File: src/rtl/qm_pkg.sv
package qm_pkg;
    typedef enum logic [0:0] {
        ST_IDLE = 1'b0,
        ST_RUN  = 1'b1
    } qm_state_e;

    localparam int SEL_W   = 3;
    localparam int N_TERMS = 3;
endpackage

File: src/rtl/qm_coef_bank.sv
module qm_coef_bank #(
    parameter int   W      = 48,
    parameter int   DATA_W = 64,
    parameter logic POLY   = 1'b0
) (
    input  logic                    clk,
    input  logic                    rst_n,
    input  logic                    cfg_we,
    input  logic [qm_pkg::SEL_W-1:0] cfg_sel,
    input  logic [DATA_W-1:0]       cfg_data,
    input  logic                    cfg_commit,
    output logic [W-1:0]            stg_v,
    output logic [W-1:0]            stg_d1,
    output logic [W-1:0]            stg_d2
);
    // Term slots: 0 value, 1 first difference, 2 second difference
    for (genvar t = 0; t < qm_pkg::N_TERMS; t++) begin : g_term
        logic [W-1:0] shadow_q;
        logic [W-1:0] staged_q;
        logic         hit;

        assign hit = cfg_we && (cfg_sel[2] == POLY) && (cfg_sel[1:0] == 2'(t));

        always_ff @(posedge clk or negedge rst_n) begin
            if (!rst_n) begin
                shadow_q <= '0;
                staged_q <= '0;
            end else begin
                if (hit) begin
                    shadow_q <= cfg_data[W-1:0];
                end
                if (cfg_commit) begin
                    staged_q <= shadow_q;
                end
            end
        end
    end

    assign stg_v  = g_term[0].staged_q;
    assign stg_d1 = g_term[1].staged_q;
    assign stg_d2 = g_term[2].staged_q;
endmodule

File: src/rtl/qm_fwd_diff.sv
module qm_fwd_diff #(
    parameter int W = 48
) (
    input  logic         clk,
    input  logic         rst_n,
    input  logic         load,
    input  logic         step,
    input  logic [W-1:0] init_v,
    input  logic [W-1:0] init_d1,
    input  logic [W-1:0] init_d2,
    output logic [W-1:0] acc_o,
    output logic         vld_o
);
    logic [W-1:0] d1_q;
    logic [W-1:0] d2_q;

    always_ff @(posedge clk or negedge rst_n) begin
        if (!rst_n) begin
            acc_o <= '0;
            d1_q  <= '0;
            d2_q  <= '0;
            vld_o <= 1'b0;
        end else if (load) begin
            acc_o <= init_v;
            d1_q  <= init_d1;
            d2_q  <= init_d2;
            vld_o <= 1'b1;
        end else if (step) begin
            acc_o <= acc_o + d1_q;
            d1_q  <= d1_q + d2_q;
            vld_o <= 1'b1;
        end else begin
            vld_o <= 1'b0;
        end
    end
endmodule

File: src/rtl/qm_ctrl.sv
module qm_ctrl (
    input  logic clk,
    input  logic rst_n,
    input  logic int_start,
    input  logic cfg_commit,
    input  logic fft_tick,
    input  logic smp_tick,
    output logic load,
    output logic dly_step,
    output logic ph_step,
    output logic run_o,
    output logic pend_o
);
    import qm_pkg::*;

    qm_state_e state_q, state_d;

    always_ff @(posedge clk or negedge rst_n) begin
        if (!rst_n) begin
            state_q <= ST_IDLE;
            pend_o  <= 1'b0;
        end else begin
            state_q <= state_d;
            if (cfg_commit) begin
                pend_o <= 1'b1;
            end else if (int_start) begin
                pend_o <= 1'b0;
            end
        end
    end

    always_comb begin
        state_d = state_q;
        unique case (state_q)
            ST_IDLE: if (int_start && pend_o)  state_d = ST_RUN;   // T_ARM
            ST_RUN:  if (int_start && !pend_o) state_d = ST_IDLE;  // T_DROP
            default: state_d = ST_IDLE;
        endcase
    end

    always_comb begin
        load     = int_start && pend_o;
        dly_step = 1'b0;
        ph_step  = 1'b0;
        run_o    = 1'b0;
        unique case (state_q)
            ST_IDLE: begin
                run_o = 1'b0;
            end
            ST_RUN: begin
                run_o    = 1'b1;
                dly_step = fft_tick && !int_start;
                ph_step  = smp_tick && !int_start;
            end
            default: run_o = 1'b0;
        endcase
    end
endmodule

File: src/rtl/qm_eval.sv
module qm_eval #(
    parameter int DLY_W    = 48,
    parameter int PH_W     = 64,
    parameter int FRAC_W   = 8,
    parameter int PH_OUT_W = 16,
    parameter int DATA_W   = 64
) (
    input  logic                    clk,
    input  logic                    rst_n,
    input  logic                    cfg_we,
    input  logic [2:0]              cfg_sel,
    input  logic [DATA_W-1:0]       cfg_data,
    input  logic                    cfg_commit,
    input  logic                    int_start,
    input  logic                    fft_tick,
    input  logic                    smp_tick,
    output logic [DLY_W-FRAC_W-1:0] dly_int,
    output logic [FRAC_W-1:0]       dly_frac,
    output logic                    dly_valid,
    output logic [PH_OUT_W-1:0]     ph_word,
    output logic                    ph_valid,
    output logic                    run
);
    localparam int INT_W = DLY_W - FRAC_W;

    logic             load, dly_step, ph_step, pend;
    logic [DLY_W-1:0] d_v, d_d1, d_d2, dly_acc;
    logic [PH_W-1:0]  p_v, p_d1, p_d2, ph_acc;

    qm_ctrl u_ctrl (
        .clk(clk), .rst_n(rst_n), .int_start(int_start), .cfg_commit(cfg_commit),
        .fft_tick(fft_tick), .smp_tick(smp_tick), .load(load),
        .dly_step(dly_step), .ph_step(ph_step), .run_o(run), .pend_o(pend)
    );

    qm_coef_bank #(.W(DLY_W), .DATA_W(DATA_W), .POLY(1'b0)) u_dly_bank (
        .clk(clk), .rst_n(rst_n), .cfg_we(cfg_we), .cfg_sel(cfg_sel),
        .cfg_data(cfg_data), .cfg_commit(cfg_commit),
        .stg_v(d_v), .stg_d1(d_d1), .stg_d2(d_d2)
    );

    qm_coef_bank #(.W(PH_W), .DATA_W(DATA_W), .POLY(1'b1)) u_ph_bank (
        .clk(clk), .rst_n(rst_n), .cfg_we(cfg_we), .cfg_sel(cfg_sel),
        .cfg_data(cfg_data), .cfg_commit(cfg_commit),
        .stg_v(p_v), .stg_d1(p_d1), .stg_d2(p_d2)
    );

    qm_fwd_diff #(.W(DLY_W)) u_dly (
        .clk(clk), .rst_n(rst_n), .load(load), .step(dly_step),
        .init_v(d_v), .init_d1(d_d1), .init_d2(d_d2),
        .acc_o(dly_acc), .vld_o(dly_valid)
    );

    qm_fwd_diff #(.W(PH_W)) u_ph (
        .clk(clk), .rst_n(rst_n), .load(load), .step(ph_step),
        .init_v(p_v), .init_d1(p_d1), .init_d2(p_d2),
        .acc_o(ph_acc), .vld_o(ph_valid)
    );

    assign dly_frac = dly_acc[FRAC_W-1:0];
    assign dly_int  = dly_acc[DLY_W-1 -: INT_W];
    assign ph_word  = ph_acc[PH_W-1 -: PH_OUT_W];
endmodule

File: config.mk
export PLATFORM = sky130hd
export DESIGN_NAME = qm_eval
export DESIGN_NICKNAME = d
export VERILOG_FILES = /design/src/rtl/qm_pkg.sv /design/src/rtl/qm_coef_bank.sv /design/src/rtl/qm_fwd_diff.sv /design/src/rtl/qm_ctrl.sv /design/src/rtl/qm_eval.sv
export SDC_FILE = /design/constraint.sdc
export NUM_CORES = 2
export LEC_CHECK = 0
export BUFFER_PORTS_ARGS = -buffer_cell sky130_fd_sc_hd__buf_4
export CAP_MARGIN = 20
export CORE_AREA = 2 2 367 369
export CTS_BUF_LIST = sky130_fd_sc_hd__clkbuf_8
export DETAILED_ROUTE_END_ITERATION = 8
export DIE_AREA = 0 0 369 371
export PLACE_DENSITY = 0.59
export SLEW_MARGIN = 20
export SYNTH_ARGS = -nofsm -noshare
export SYNTH_HDL_FRONTEND = slang
export SYNTH_HIERARCHICAL = 1
export SYNTH_SLANG_ARGS = --single-unit
File: constraint.sdc
create_clock -name clk -period 3.2 [get_ports clk]
set_input_delay 0.16 -clock clk [delete_from_list [all_inputs] [get_ports clk]]
set_output_delay 0.16 -clock clk [all_outputs]
set_load 0.01 [all_outputs]
After elaboration in Yosys (flattened, before gate mapping) --
Index checks and enable logic that the tools add are counted.
Cells by class: add/sub/neg operators 4, multiply operators 0, div/mod/pow operators 0, $lt $le $gt $ge 0, eq/ne operators 2, shift-type cells 0, multiplexer cells 20, bitwise operators 2, reductions and logical operators 18
Operators by type and width (count):
- 64-bit two-way mux | 4
- 48-bit two-way mux | 4
- 64-bit adder | 2
- 48-bit adder | 2
- 1-bit logical AND | 12
- 1-bit two-way mux | 10
- 2-bit nonzero test | 3
- 1-bit case mux with 2 select lines | 2
- 2-bit by 1-bit == test with 1-bit output (second input constant) | 1
- 2-bit == test (second input constant) | 1
- 1-bit zero test | 2
- 2-bit zero test | 1
- 1-bit NOT | 2
Storage, ports and cells: flip-flop bits (word level) 1012, bits in latches 0, memory bits (writable) 0, ROM bits 0, bits of input ports 74, output and inout port bits 67, logic and storage cells 68, memories kept 0

Depth between registers and ports, before layout --
word-level depth 5, depth in mapped cells 13, mapped depth without buffers 13

Modules after synthesis --
The synthesis kept the hierarchy.
By module, submodules not included:
- qm_fwd_diff at u_ph | instances 1, cells an instance 1788, area an instance 15533.6 um2, sequential area each 4829.6 um2
- qm_coef_bank at u_ph_bank | instances 1, cells an instance 813, area an instance 15038.2 um2, sequential area each 9609.2 um2
- qm_fwd_diff at u_dly | instances 1, cells an instance 1290, area an instance 11390.9 um2, sequential area each 3628.5 um2
- qm_coef_bank at u_dly_bank | instances 1, cells an instance 610, area an instance 10872.9 um2, sequential area each 7206.9 um2
- qm_ctrl | instances 1, cells an instance 8, area an instance 91.3 um2, sequential area each 50.0 um2

Worst setup path before layout --
No wires, ideal clock.
path kind register -> register, start point register u_ph.d1_q[0], end point register u_ph.acc_o[56], setup time 127 ps, arrival time 3113 ps, required time 3073 ps, path slack -41 ps, cell stages (with the launch flop) 14, buffers on the path 0, clock period less this slack 3241 ps, path through dfrtp_1 > ha_1 > fa_1 > a21o_1 > a221o_2 > a31oi_1 > o21ai_2 > a221oi_4 > o31ai_4 > a21oi_4 > o41ai_4 > a41oi_1 > nor4_1 > nand3b_1
On the way: cells in the longest elaborated chain, start to end 3
Ends and longest elaborated chain:
- start, declared | line qm_fwd_diff.sv:14 | logic [W-1:0] d1_q;
- start signal, assigned | line qm_fwd_diff.sv:25 | d1_q <= init_d1;
- start signal, assigned | line qm_fwd_diff.sv:30 | d1_q <= d1_q + d2_q;
- 64-bit adder | line qm_fwd_diff.sv:29 | acc_o <= acc_o + d1_q;
- 64-bit two-way mux | line qm_fwd_diff.sv:28 | end else if (step) begin
- 64-bit two-way mux | line qm_fwd_diff.sv:23 | end else if (load) begin
- end signal, assigned | line qm_fwd_diff.sv:24 | acc_o <= init_v;
- end signal, assigned | line qm_fwd_diff.sv:29
- end, declared | line qm_fwd_diff.sv:11 | output logic [W-1:0] acc_o,
Every way passes these cells. The select of a mux whose other input is x is not followed. A chain may end at the register's enable or synchronous reset.

Final worst setup path --
start point register u_ph.acc_o[0], end point register u_ph.acc_o[60]
On the way: cells in the longest elaborated chain, start to end 3
Ends and longest elaborated chain (line):
- 64-bit adder | qm_fwd_diff.sv:29
- 64-bit two-way mux | qm_fwd_diff.sv:28
- 64-bit two-way mux | qm_fwd_diff.sv:23
Every way passes these cells. The select of a mux whose other input is x is not followed.

==> summary.log <==
[status] outcome finished with violations
[status] violations in the final reports setup timing
[route] Detailed Route Iter0 Violations 1983
[synthesis] Avg Cell Area, Syn 11.7 sq um
[power_and_ir_drop] total power divided by cell area 989 mW/mm^2
[timing] setup violation total in the final timing report 20
[clock_tree] number of levels in the clock H-tree 4
[final_layout] final cell area excluding filler cells 0.0635 sq mm
[synthesis] total nets after synthesis 4807
[power_and_ir_drop] VDD IR max 0.000547 V
[route] count of TritonRoute iterations in the first routing pass 5
[power_and_ir_drop] clock share of power 0.190
[timing] worst setup margin -236 ps
[synthesis] distinct cell type count after synthesis 107
[power_and_ir_drop] switching share of total power 0.389
[die] DIE AREA 0.137 sq mm
[synthesis] top cell types by occurrence after synthesis dfrtp_1, mux2_2, nand2_1, a21oi_1, o21ai_0
[timing] setup repair after global routing missed its margin yes
[global_routing] GRT Util Overall 0.205
[global_routing] global route overflow 0
[timing] endpoints failing hold 0
[final_layout] area growth from synthesis to layout 20.0%
[critical_path] element type at the critical path end flop
[clock_tree] number of buffers on the longest clock path 3
[power_and_ir_drop] fraction of power consumed by combinational cells 0.499
[timing] Max-slew headroom 0.381
[clock_tree] clock root buffer master clkbuf_8
[global_routing] maximum number of pins on one net before global-route repair 179
[power_and_ir_drop] power share of the sequential group 0.311
[synthesis] Area contributors post-synth dfrtp_1, mux2_2, mux2_4
[die] placeable core area 0.133 sq mm
[route] routed len/inst 20.3 um
[clock_tree] Clock Pin Slew Worst Setup and Hold Paths 60 ps
[final_layout] ratio of cells with drive above 1 in the final layout 0.337
[synthesis] Synth top area share 0.478
[clock_tree] clk sinks 1012
[synthesis] number of flip-flops and latches in the synthesized netlist 1012
[route] ANT nets after route 0
[route] Vias/cell 5.33
[global_routing] number of global-route vias before repair 38300
[timing] setup clock skew after layout 57.7 ps
[placed_design] sum of net half-perimeters after detailed placement 98.1 mm
[timing] total count of max-transition violations in the final report 0
[critical_path] CP Launch Point u_ph/acc_o[0]
[critical_path] startpoint of the lowest-slack register-to-register path u_ph/acc_o[0]
[synthesis] number of flops mapped to enable cells by yosys 0
[die] standard-cell row count 134
[critical_path] critical path arrival 4170 ps
[final_layout] post-route core utilization 0.478
[route] sum of routed wire length over all layers 141 mm
[route] DRC viols 0
[synthesis] fraction of registers with async set/reset 1.00
[clock_tree] TritonCTS clock tree built
[synthesis] Primary FF master, synth dfrtp_1
[synthesis] area of the mapped netlist 0.0529 sq mm
[timing] fraction of the cycle the final worst path needs 1.07
[global_routing] first-pass GRT wire length 221 mm
[placed_design] area post-placement 0.0579 sq mm
[timing] maximum operating frequency 291 MHz
[min_path] worst min path class input port to asynchronous set/reset pin
[job] max capacitance violation total 0
[placed_design] weighted congestion at the end of routability-driven global placement 0.894
[synthesis] leading cell type by number of instances after synthesis dfrtp_1
[clock_tree] latest clock arrival within the worst-skew pair 890 ps
[die] vertical extent of the die 371 um
[critical_path] start-to-end type of the worst setup path flop to flop
[critical_path] largest fanout on the critical path 4
[die] initial standard-cell utilization of the core 0.399
[route] overall via count from detail_route 37000
[power_and_ir_drop] Leakage 28.8 nW
[placed_design] number of buffers inserted by port buffering 140
[synthesis] cell accounting for the most synthesized area dfrtp_1
[critical_path] Critical Path Start Type flop
[synthesis] count of mapped cells out of synthesis 4509
[final_layout] Final #Nets 5337
[power_and_ir_drop] P_sw 24.5 mW
[timing] slew at the pin closest to its max-slew limit 929 ps
[die] IO Pins 141
[critical_path] WP data required 3940 ps
[clock_tree] Num CTS Buffers 171
[global_routing] antenna violations before repair 11
[power_and_ir_drop] total internal power 38.4 mW
[die] die extent in x 369 um
[synthesis] sequential cell area fraction in the yosys report 0.478
[timing] time the worst path needs with I/O delays and setup 3440 ps
[synthesis] Yosys warnings 6
## state kept, by name, summed over array words and instances (netlist names), named ones only
| signal | cells |
|---|---|
| u_ctrl/pend_o | 1 |
| u_dly/d2_q | 48 |
| u_dly_bank/stg_v | 48 |
| u_ph/d2_q | 64 |
| u_dly_bank/stg_d1 | 48 |
| u_dly_bank/g_term.shadow_q | 144 |
| u_dly/d1_q | 48 |
| u_ph_bank/stg_d1 | 64 |
| u_dly/acc_o | 48 |
| u_dly_bank/stg_d2 | 48 |
| u_ph/vld_o | 1 |
| u_dly/vld_o | 1 |
| u_ph_bank/stg_d2 | 64 |
| u_ph_bank/stg_v | 64 |
| u_ph/d1_q | 64 |
| u_ph/acc_o | 64 |
| u_ph_bank/g_term.shadow_q | 192 |
## per-stage QoR
step                      cells  total power, mW  hold slack [ps]  worst slack [ps]  setup TNS, ps
final                      6939             62.8              101              -236          -2100
after global routing       6935             67.3             39.7              -344          -6080
after CTS                  6909             61.6           0.0849              -239          -2100
after detailed placement   6523             48.6              179              -356          -8410
after global placement     6523             48.3              182              -333          -5850
after floorplan            4509             38.4             -136              19.8              0
## power groups by stage
| stage | logic (mW) | registers [mW] | clock network [mW] |
|---|---|---|---|
| finish | 31.4 | 19.5 | 11.9 |
| global route | 34.3 | 20.0 | 13.0 |
| CTS | 29.7 | 19.5 | 12.4 |
| detailed placement | 29.0 | 19.6 | 0 |
| global placement | 28.8 | 19.5 | 0 |
| floorplan | 19.8 | 18.6 | 0 |
## layout by cell type, fill, tap and decap left out, types with 22 or more instances in the layout
cell type	instances
dfrtp_1	1009
mux2_2	541
buf_4	483
nand2_1	314
a21oi_1	283
o21ai_0	230
mux2_4	220
clkbuf_8	212
ha_1	200
nor2_1	128
a21o_1	127
inv_1	123
xnor2_1	123
mux2i_1	119
dlygate4sd3_1	78
xor2_1	65
nand3_1	57
o21ai_1	51
nand4_1	50
o21bai_1	45
a22oi_1	41
nor3_1	40
nor2b_1	39
o21a_1	27
buf_12	24
a21oi_2	24
a211oi_1	24
mux2_1	24
and3_1	23
a31oi_1	22
## layer usage
metal / part of all wire / GRT usage / vias up
li1: - / - / 17500
met1: 0.48 / 0.290 / 18500
met2: 0.46 / 0.325 / 716
met3: 0.035 / 0.0297 / 241
met4: 0.025 / 0.0614 / 0
met5: 0 / 0 / -
## critical path: stages (launching register included)
cell and delay (ps):
dfrtp_1 380, ha_2 200, fa_2 340, a21o_1 220
a221o_2 380, a31oi_4 200, o21ai_4 110, a221oi_4 380
o31ai_4 120, a21oi_4 310, o41ai_4 140, a221oi_2 280
nor4_1 70, nand3b_1 190
## cells by family (layout without fill, tap and decap cells)
group,count (synthesis),count (layout),synth area share
AO/OA/AOI/OAI,1073,1073,0.130
AND/OR/NAND/NOR,775,775,0.0705
adder cells (fa/ha/maj),224,224,0.0535
buffers and inverters,325,979,0.0299
XOR/XNOR,196,196,0.0324
other,0,8,0
flip-flops,1012,1012,0.478
multiplexers,904,904,0.205
## worst paths after layout
check	end	slack, ps	depth (start not counted)
max	u_ph/acc_o[60]	-240	13
min	u_ph_bank/g_term[2].shadow_q[9]	100	3
max reg2reg	u_ph/acc_o[60]	-240	13
min reg2reg	u_ph/acc_o[9]	480	2
max in group asynchronous	u_dly/d1_q[40]	2370	3
min in group clk	u_ph_bank/g_term[0].shadow_q[53]	100	3
## what timing repair did
action / 4_1_cts / 5_1_grt
buffers inserted: 9 / 25
resized for setup: 59 / 181
pin swaps: 32 / 100
hold endpoints to repair: 1369 / 0
cloned: 0 / 0
hold buffers: 80 / 0
endpoints found under the setup margin: 73 / 101
## area by class of cell
class	count	area, sq um
Fill cell	12100	69300
Multi-Input combinational cell	3172	27000
Sequential cell	1012	25300
Timing Repair Buffer	604	5100
Clock buffer	212	2920
Tap cell	1768	2210
Clock inverter	85	613
Inverter	78	293
Antenna cell	8	20.0
Note: power is estimated with default switching activity, not from simulation.
